**src/rtl/spi_fsi_pkg.sv**
```systemverilog
package spi_fsi_pkg;
  localparam int IRQ_N   = 5;
  // interrupt source positions
  localparam int IRQ_TXE = 0;
  localparam int IRQ_TXO = 1;
  localparam int IRQ_RXU = 2;
  localparam int IRQ_RXO = 3;
  localparam int IRQ_RXF = 4;
  // status word positions
  localparam int ST_BUSY = 0;
  localparam int ST_TXF  = 1;
  localparam int ST_TXE  = 2;
  localparam int ST_RXE  = 3;
  localparam int ST_RXF  = 4;
  // clear port positions
  localparam int CLR_N   = 4;
  localparam int CLR_ALL = 0;
  localparam int CLR_RXU = 1;
  localparam int CLR_RXO = 2;
  localparam int CLR_TXO = 3;
endpackage

```
**src/rtl/fsi_fifo.sv**
```systemverilog
module fsi_fifo #(
  parameter int DEPTH = 32,
  parameter int WIDTH = 16,
  localparam int LVL_W = $clog2(DEPTH + 1),
  localparam int AW    = $clog2(DEPTH)
) (
  input  logic             clk,
  input  logic             rst_n,
  input  logic             flush,
  input  logic             push_req,
  input  logic [WIDTH-1:0] push_data,
  input  logic             pop_req,
  output logic [WIDTH-1:0] head,
  output logic [LVL_W-1:0] level,
  output logic             full,
  output logic             empty,
  output logic             push_drop,
  output logic             pop_drop
);
  logic [WIDTH-1:0] mem [DEPTH];
  logic [AW-1:0]    wr_ptr, rd_ptr;
  logic             push_ok, pop_ok;

  assign full      = (level == LVL_W'(DEPTH));
  assign empty     = (level == '0);
  assign push_ok   = push_req && !full  && !flush;
  assign pop_ok    = pop_req  && !empty && !flush;
  assign push_drop = push_req &&  full  && !flush;
  assign pop_drop  = pop_req  &&  empty && !flush;
  assign head      = mem[rd_ptr];

  function automatic logic [AW-1:0] bump(input logic [AW-1:0] p);
    return (p == AW'(DEPTH - 1)) ? '0 : p + 1'b1;
  endfunction

  always_ff @(posedge clk or negedge rst_n) begin
    if (!rst_n) begin
      wr_ptr <= '0;
      rd_ptr <= '0;
      level  <= '0;
    end else if (flush) begin
      wr_ptr <= '0;
      rd_ptr <= '0;
      level  <= '0;
    end else begin
      if (push_ok) wr_ptr <= bump(wr_ptr);
      if (pop_ok)  rd_ptr <= bump(rd_ptr);
      case ({push_ok, pop_ok})
        2'b10:   level <= level + 1'b1;
        2'b01:   level <= level - 1'b1;
        default: level <= level;
      endcase
    end
  end

  always_ff @(posedge clk) begin
    if (push_ok) mem[wr_ptr] <= push_data;
  end
endmodule

```
**src/rtl/fsi_irq.sv**
```systemverilog
module fsi_irq
  import spi_fsi_pkg::*;
#(
  parameter int LVL_W = 6
) (
  input  logic              clk,
  input  logic              rst_n,
  input  logic [LVL_W-1:0]  tx_level,
  input  logic [LVL_W-1:0]  rx_level,
  input  logic [LVL_W-1:0]  rx_thresh,
  input  logic              tx_ovf_set,
  input  logic              rx_ovf_set,
  input  logic              rx_udf_set,
  input  logic              clr_wr,
  input  logic [CLR_N-1:0]  clr_wdata,
  input  logic              mask_wr,
  input  logic [IRQ_N-1:0]  mask_wdata,
  output logic [IRQ_N-1:0]  raw,
  output logic [IRQ_N-1:0]  mask,
  output logic [IRQ_N-1:0]  masked,
  output logic              irq
);
  logic txo_q, rxo_q, rxu_q;
  logic clr_txo, clr_rxo, clr_rxu;

  assign clr_txo = clr_wr && (clr_wdata[CLR_ALL] || clr_wdata[CLR_TXO]);
  assign clr_rxo = clr_wr && (clr_wdata[CLR_ALL] || clr_wdata[CLR_RXO]);
  assign clr_rxu = clr_wr && (clr_wdata[CLR_ALL] || clr_wdata[CLR_RXU]);

  // setting has priority over clearing in the same cycle
  always_ff @(posedge clk or negedge rst_n) begin
    if (!rst_n) begin
      txo_q <= 1'b0;
      rxo_q <= 1'b0;
      rxu_q <= 1'b0;
      mask  <= '0;
    end else begin
      txo_q <= tx_ovf_set || (txo_q && !clr_txo);
      rxo_q <= rx_ovf_set || (rxo_q && !clr_rxo);
      rxu_q <= rx_udf_set || (rxu_q && !clr_rxu);
      if (mask_wr) mask <= mask_wdata;
    end
  end

  always_comb begin
    raw          = '0;
    raw[IRQ_TXE] = (tx_level == '0);
    raw[IRQ_TXO] = txo_q;
    raw[IRQ_RXU] = rxu_q;
    raw[IRQ_RXO] = rxo_q;
    raw[IRQ_RXF] = (rx_level > rx_thresh);
  end

  assign masked = raw & mask;
  assign irq    = |masked;
endmodule

```
**src/rtl/spi_fifo_irq_unit.sv**
```systemverilog
module spi_fifo_irq_unit
  import spi_fsi_pkg::*;
#(
  parameter int DEPTH = 32,
  parameter int WIDTH = 16,
  localparam int LVL_W = $clog2(DEPTH + 1)
) (
  input  logic             clk,
  input  logic             rst_n,
  input  logic             enable,
  input  logic             engine_busy,
  input  logic             bus_tx_wr,
  input  logic [WIDTH-1:0] bus_tx_data,
  output logic             ser_tx_valid,
  input  logic             ser_tx_ready,
  output logic [WIDTH-1:0] ser_tx_data,
  input  logic             ser_rx_valid,
  input  logic [WIDTH-1:0] ser_rx_data,
  input  logic             bus_rx_rd,
  output logic [WIDTH-1:0] bus_rx_data,
  input  logic             thresh_wr,
  input  logic [LVL_W-1:0] thresh_wdata,
  output logic [LVL_W-1:0] rx_thresh,
  input  logic             mask_wr,
  input  logic [4:0]       mask_wdata,
  output logic [4:0]       irq_mask,
  input  logic             clr_wr,
  input  logic [3:0]       clr_wdata,
  output logic [LVL_W-1:0] tx_level,
  output logic [LVL_W-1:0] rx_level,
  output logic [4:0]       status,
  output logic [4:0]       irq_raw,
  output logic [4:0]       irq_masked,
  output logic             irq
);
  logic flush;
  logic tx_full, tx_empty, rx_full, rx_empty;
  logic tx_push_drop, tx_pop_drop, rx_push_drop, rx_pop_drop;

  assign flush        = !enable;
  assign ser_tx_valid = enable && !tx_empty;

  fsi_fifo #(.DEPTH(DEPTH), .WIDTH(WIDTH)) u_tx_fifo (
    .clk       (clk),
    .rst_n     (rst_n),
    .flush     (flush),
    .push_req  (bus_tx_wr),
    .push_data (bus_tx_data),
    .pop_req   (ser_tx_ready),
    .head      (ser_tx_data),
    .level     (tx_level),
    .full      (tx_full),
    .empty     (tx_empty),
    .push_drop (tx_push_drop),
    .pop_drop  (tx_pop_drop)
  );

  fsi_fifo #(.DEPTH(DEPTH), .WIDTH(WIDTH)) u_rx_fifo (
    .clk       (clk),
    .rst_n     (rst_n),
    .flush     (flush),
    .push_req  (ser_rx_valid),
    .push_data (ser_rx_data),
    .pop_req   (bus_rx_rd),
    .head      (bus_rx_data),
    .level     (rx_level),
    .full      (rx_full),
    .empty     (rx_empty),
    .push_drop (rx_push_drop),
    .pop_drop  (rx_pop_drop)
  );

  // threshold is only writable while the controller is disabled
  always_ff @(posedge clk or negedge rst_n) begin
    if (!rst_n)                  rx_thresh <= '0;
    else if (thresh_wr && flush) rx_thresh <= thresh_wdata;
  end

  fsi_irq #(.LVL_W(LVL_W)) u_irq (
    .clk        (clk),
    .rst_n      (rst_n),
    .tx_level   (tx_level),
    .rx_level   (rx_level),
    .rx_thresh  (rx_thresh),
    .tx_ovf_set (tx_push_drop),
    .rx_ovf_set (rx_push_drop),
    .rx_udf_set (rx_pop_drop),
    .clr_wr     (clr_wr),
    .clr_wdata  (clr_wdata),
    .mask_wr    (mask_wr),
    .mask_wdata (mask_wdata),
    .raw        (irq_raw),
    .mask       (irq_mask),
    .masked     (irq_masked),
    .irq        (irq)
  );

  always_comb begin
    status          = '0;
    status[ST_BUSY] = engine_busy;
    status[ST_TXF]  = tx_full;
    status[ST_TXE]  = tx_empty;
    status[ST_RXE]  = rx_empty;
    status[ST_RXF]  = rx_full;
  end

  logic unused_ok;
  assign unused_ok = tx_pop_drop;
endmodule

```
**config.mk**
```make
export PLATFORM = sky130hd
export DESIGN_NAME = spi_fifo_irq_unit
export DESIGN_NICKNAME = d
export VERILOG_FILES = /design/src/rtl/spi_fsi_pkg.sv /design/src/rtl/fsi_fifo.sv /design/src/rtl/fsi_irq.sv /design/src/rtl/spi_fifo_irq_unit.sv
export SDC_FILE = /design/constraint.sdc
export NUM_CORES = 1
export LEC_CHECK = 0
export CAP_MARGIN = 40
export CORE_MARGIN = 3
export CORE_UTILIZATION = 60
export DETAILED_ROUTE_END_ITERATION = 8
export PLACE_DENSITY = 0.81
export SYNTH_ARGS = -nofsm -noshare
export SYNTH_HDL_FRONTEND = slang
export SYNTH_HIERARCHICAL = 1
export SYNTH_SLANG_ARGS = --single-unit
```
**constraint.sdc**
```tcl
create_clock -name clk -period 3.6 [get_ports clk]
set_input_delay 0.54 -clock clk [delete_from_list [all_inputs] [get_ports clk]]
set_output_delay 0.54 -clock clk [all_outputs]
set_load 0.01 [all_outputs]
```
==> reports/qor.csv <==
stage,metric,value,unit
worst_setup_path,slowest_delay,0.54,ns
worst_setup_path,cp_num_buf_inv,5,
power,ir_worst_vdd,756,uV
drt,antenna_left,0,
drt,first_pass_iters,6,
clock_tree,cts_tree,built,
sta,worst_pin_slew,0.828,ns
drt,vias_per_cell,6.95,
global_route,antenna_found_initial,4,
drt,dr_total_vias,22600,
sta,hold_ws,0.340,ns
clock_tree,clockBufferDepth,3,
worst_setup_path,required,3.06,ns
floorplanning,io_pins,130,
synth,netlist_area,0.0423,mm^2
global_route,grt_pass1_wl,168000,um
power,p_total,33.5,mW
sta,period_share,102,%
clock_tree,cts_sinks,1070,
placed_design,routabilityCongestion,0.799,
floorplanning,dieArea,0.0738,mm^2
global_route,grt_usage,32.0,%
clock_tree,path_clk_slew,0.07,ns
global_route,first_global_vias,23400,
finish,drive_gt1_share,34.4,%
worst_setup_path,crit_fanout,8,
sta,slew_viol_final,0,
drt,remaining_drc_errors,0,
placed_design,place_ws,0.134,ns
status,violations,negative setup slack,
finish,postLayoutCoreUtil,73.2,%
worst_setup_path,crit_arrival,3.12,ns
floorplanning,chipWidth,272,um
worst_setup_path,cp-end-kind,output pin,
global_route,globalRouteOverflowTotal,0,
run,max-cap-violations,0,
clock_tree,cts_root_buf,clkbuf_16,
floorplanning,core_area,0.0692,mm^2
drt,drt_wl_total,117000,um
worst_setup_path,crit_type,flop to output pin,
clock_tree,clock_latency,0.68,ns
sta,setup_ws,-0.0570,ns
synth,ys_warn_count,6,
clock_tree,htreeDepth,3,
global_route,grt_max_degree,41,
hold_path,holdCritPathClass,input port to asynchronous set/reset pin,
finish,fillCellCount,3660,
sta,finalSetupTns,-0.252,ns
power,power_leakage,16.3,nW
floorplanning,rows,96,
finish,finish.net_count,2323,
worst_setup_path,cp-start-kind,flop,
clock_tree,cts_made_buffers,103,
worst_setup_path,slowest_stage,mux4_2,
worst_setup_path,critPathTopFamily,multiplexers,
sta,fmax,273,MHz
sta,fin_skew,0.0208,ns
sta,hold_viol,0,
power,power.density,662,mW/mm^2
finish,syn2layout_area_growth,19.6,%
worst_setup_path,worstPathCellList,buf_12 > buf_8 > buf_12 > buf_6 > mux4_2 > mux4_2 > mux2_4 > buf_6,
sta,fin_crit,3.66,ns
sta,slew_headroom,44.8,%
status,status,"finished, violations left",
synth,synthCells,1896,
synth,synth.avg_cell_area,22.3,um^2
placed_design,hpwl,56200,um
placed_design,port_buffers,127,
drt,drt-initial-drc-count,3182,
synth,syn-num-nets,1980,
sta,rsz0062_at_grt,true,
floorplanning,start_util,61.2,%
floorplanning,die_y,272,um
sta,setup_viol_count_final,12,
drt,wl_per_cell,35.9,um
-- sequential cells by signal (all words and copies together), names as in the netlist --
signal	count
u_tx_fifo/mem	512
u_irq/rxu_q	1
u_irq/mask	5
u_rx_fifo/wr_ptr	5
u_irq/txo_q	1
u_rx_fifo/mem	512
u_tx_fifo/level	6
u_rx_fifo/level	6
u_irq/rxo_q	1
u_tx_fifo/wr_ptr	5
u_rx_fifo/rd_ptr	5
u_tx_fifo/rd_ptr	5
rx_thresh	6
-- final timing paths --
kind	from	end	slack (ns)	cells after the start
worst max-delay path	u_tx_fifo/rd_ptr[0]	ser_tx_data[8]	-0.06	8
worst min-delay path	rst_n	u_tx_fifo/wr_ptr[0]	0.34	2
worst max register to register	u_tx_fifo/level[1]	u_tx_fifo/level[4]	0.61	9
worst min register to register	u_irq/rxo_q	u_irq/rxo_q	0.52	1
max in group asynchronous	rst_n	u_rx_fifo/rd_ptr[1]	2.74	3
min in group clk	thresh_wdata[5]	rx_thresh[5]	0.49	2
-- layout by cell type (no fill, tap or decap), drive strengths merged, types with 10 or more instances in the layout --
| cell | instances |
|---|---|
| edfxtp | 1024 |
| inv | 26 |
| clkdlybuf4s50 | 94 |
| ha | 26 |
| nand3b | 15 |
| nand3 | 18 |
| clkinv | 54 |
| mux2 | 44 |
| clkbuf | 120 |
| nor2 | 95 |
| dfrtp | 46 |
| buf | 242 |
| a21oi | 28 |
| o21ai | 21 |
| nand2 | 25 |
| bufinv | 10 |
| mux4 | 320 |
-- power by group --
group | switching [mW] | internal, mW
logic | 3.84 | 4.81
registers | 0.278 | 13.8
clock network | 4.77 | 6.02
-- per-layer routing --
layer	routed length, um	global-route usage, %	share of wire (%)
met2	62300	57.0	53
met4	6530	14.7	5.6
met3	10900	5.82	9.3
met1	36900	38.4	32
met5	27	0	0.023
-- metrics by stage --
stage,instances,area [um^2]
floorplan,1896,42300
global placement,2964,45500
detailed placement,2983,45800
CTS,3227,50200
global route,3254,50600
finish,3255,50600
-- worst reg2reg max path, stage by stage, from the launching register on --
cell     delay (ns)
dfrtp_1        0.51
or4_4          0.63
o21ai_2        0.28
and3_1         0.33
xor2_1         0.23
ha_1           0.27
o311a_1        0.18
nand3_1        0.12
a211o_1        0.28
nand3_1        0.08
-- cell type report --
class / instances / area (um^2) / area share [%]
Multi-Input combinational cell: 702 / 9960 / 19.7
Antenna cell: 2 / 5.00 / 0.00989
Clock inverter: 72 / 651 / 1.29
Timing Repair Buffer: 342 / 4200 / 8.30
Clock buffer: 116 / 2650 / 5.23
Inverter: 20 / 75.1 / 0.148
Tap cell: 931 / 1160 / 2.30
Sequential cell: 1070 / 31900 / 63.1
-- timing repair --
item                       CTS  global route
hold endpoints to repair    14             0
setup endpoints to repair   32            29
buffers inserted            39            14
hold buffers                 1             0
resized for setup          233            32
cloned                      16             4
Note: power is estimated with default switching activity, not from simulation.
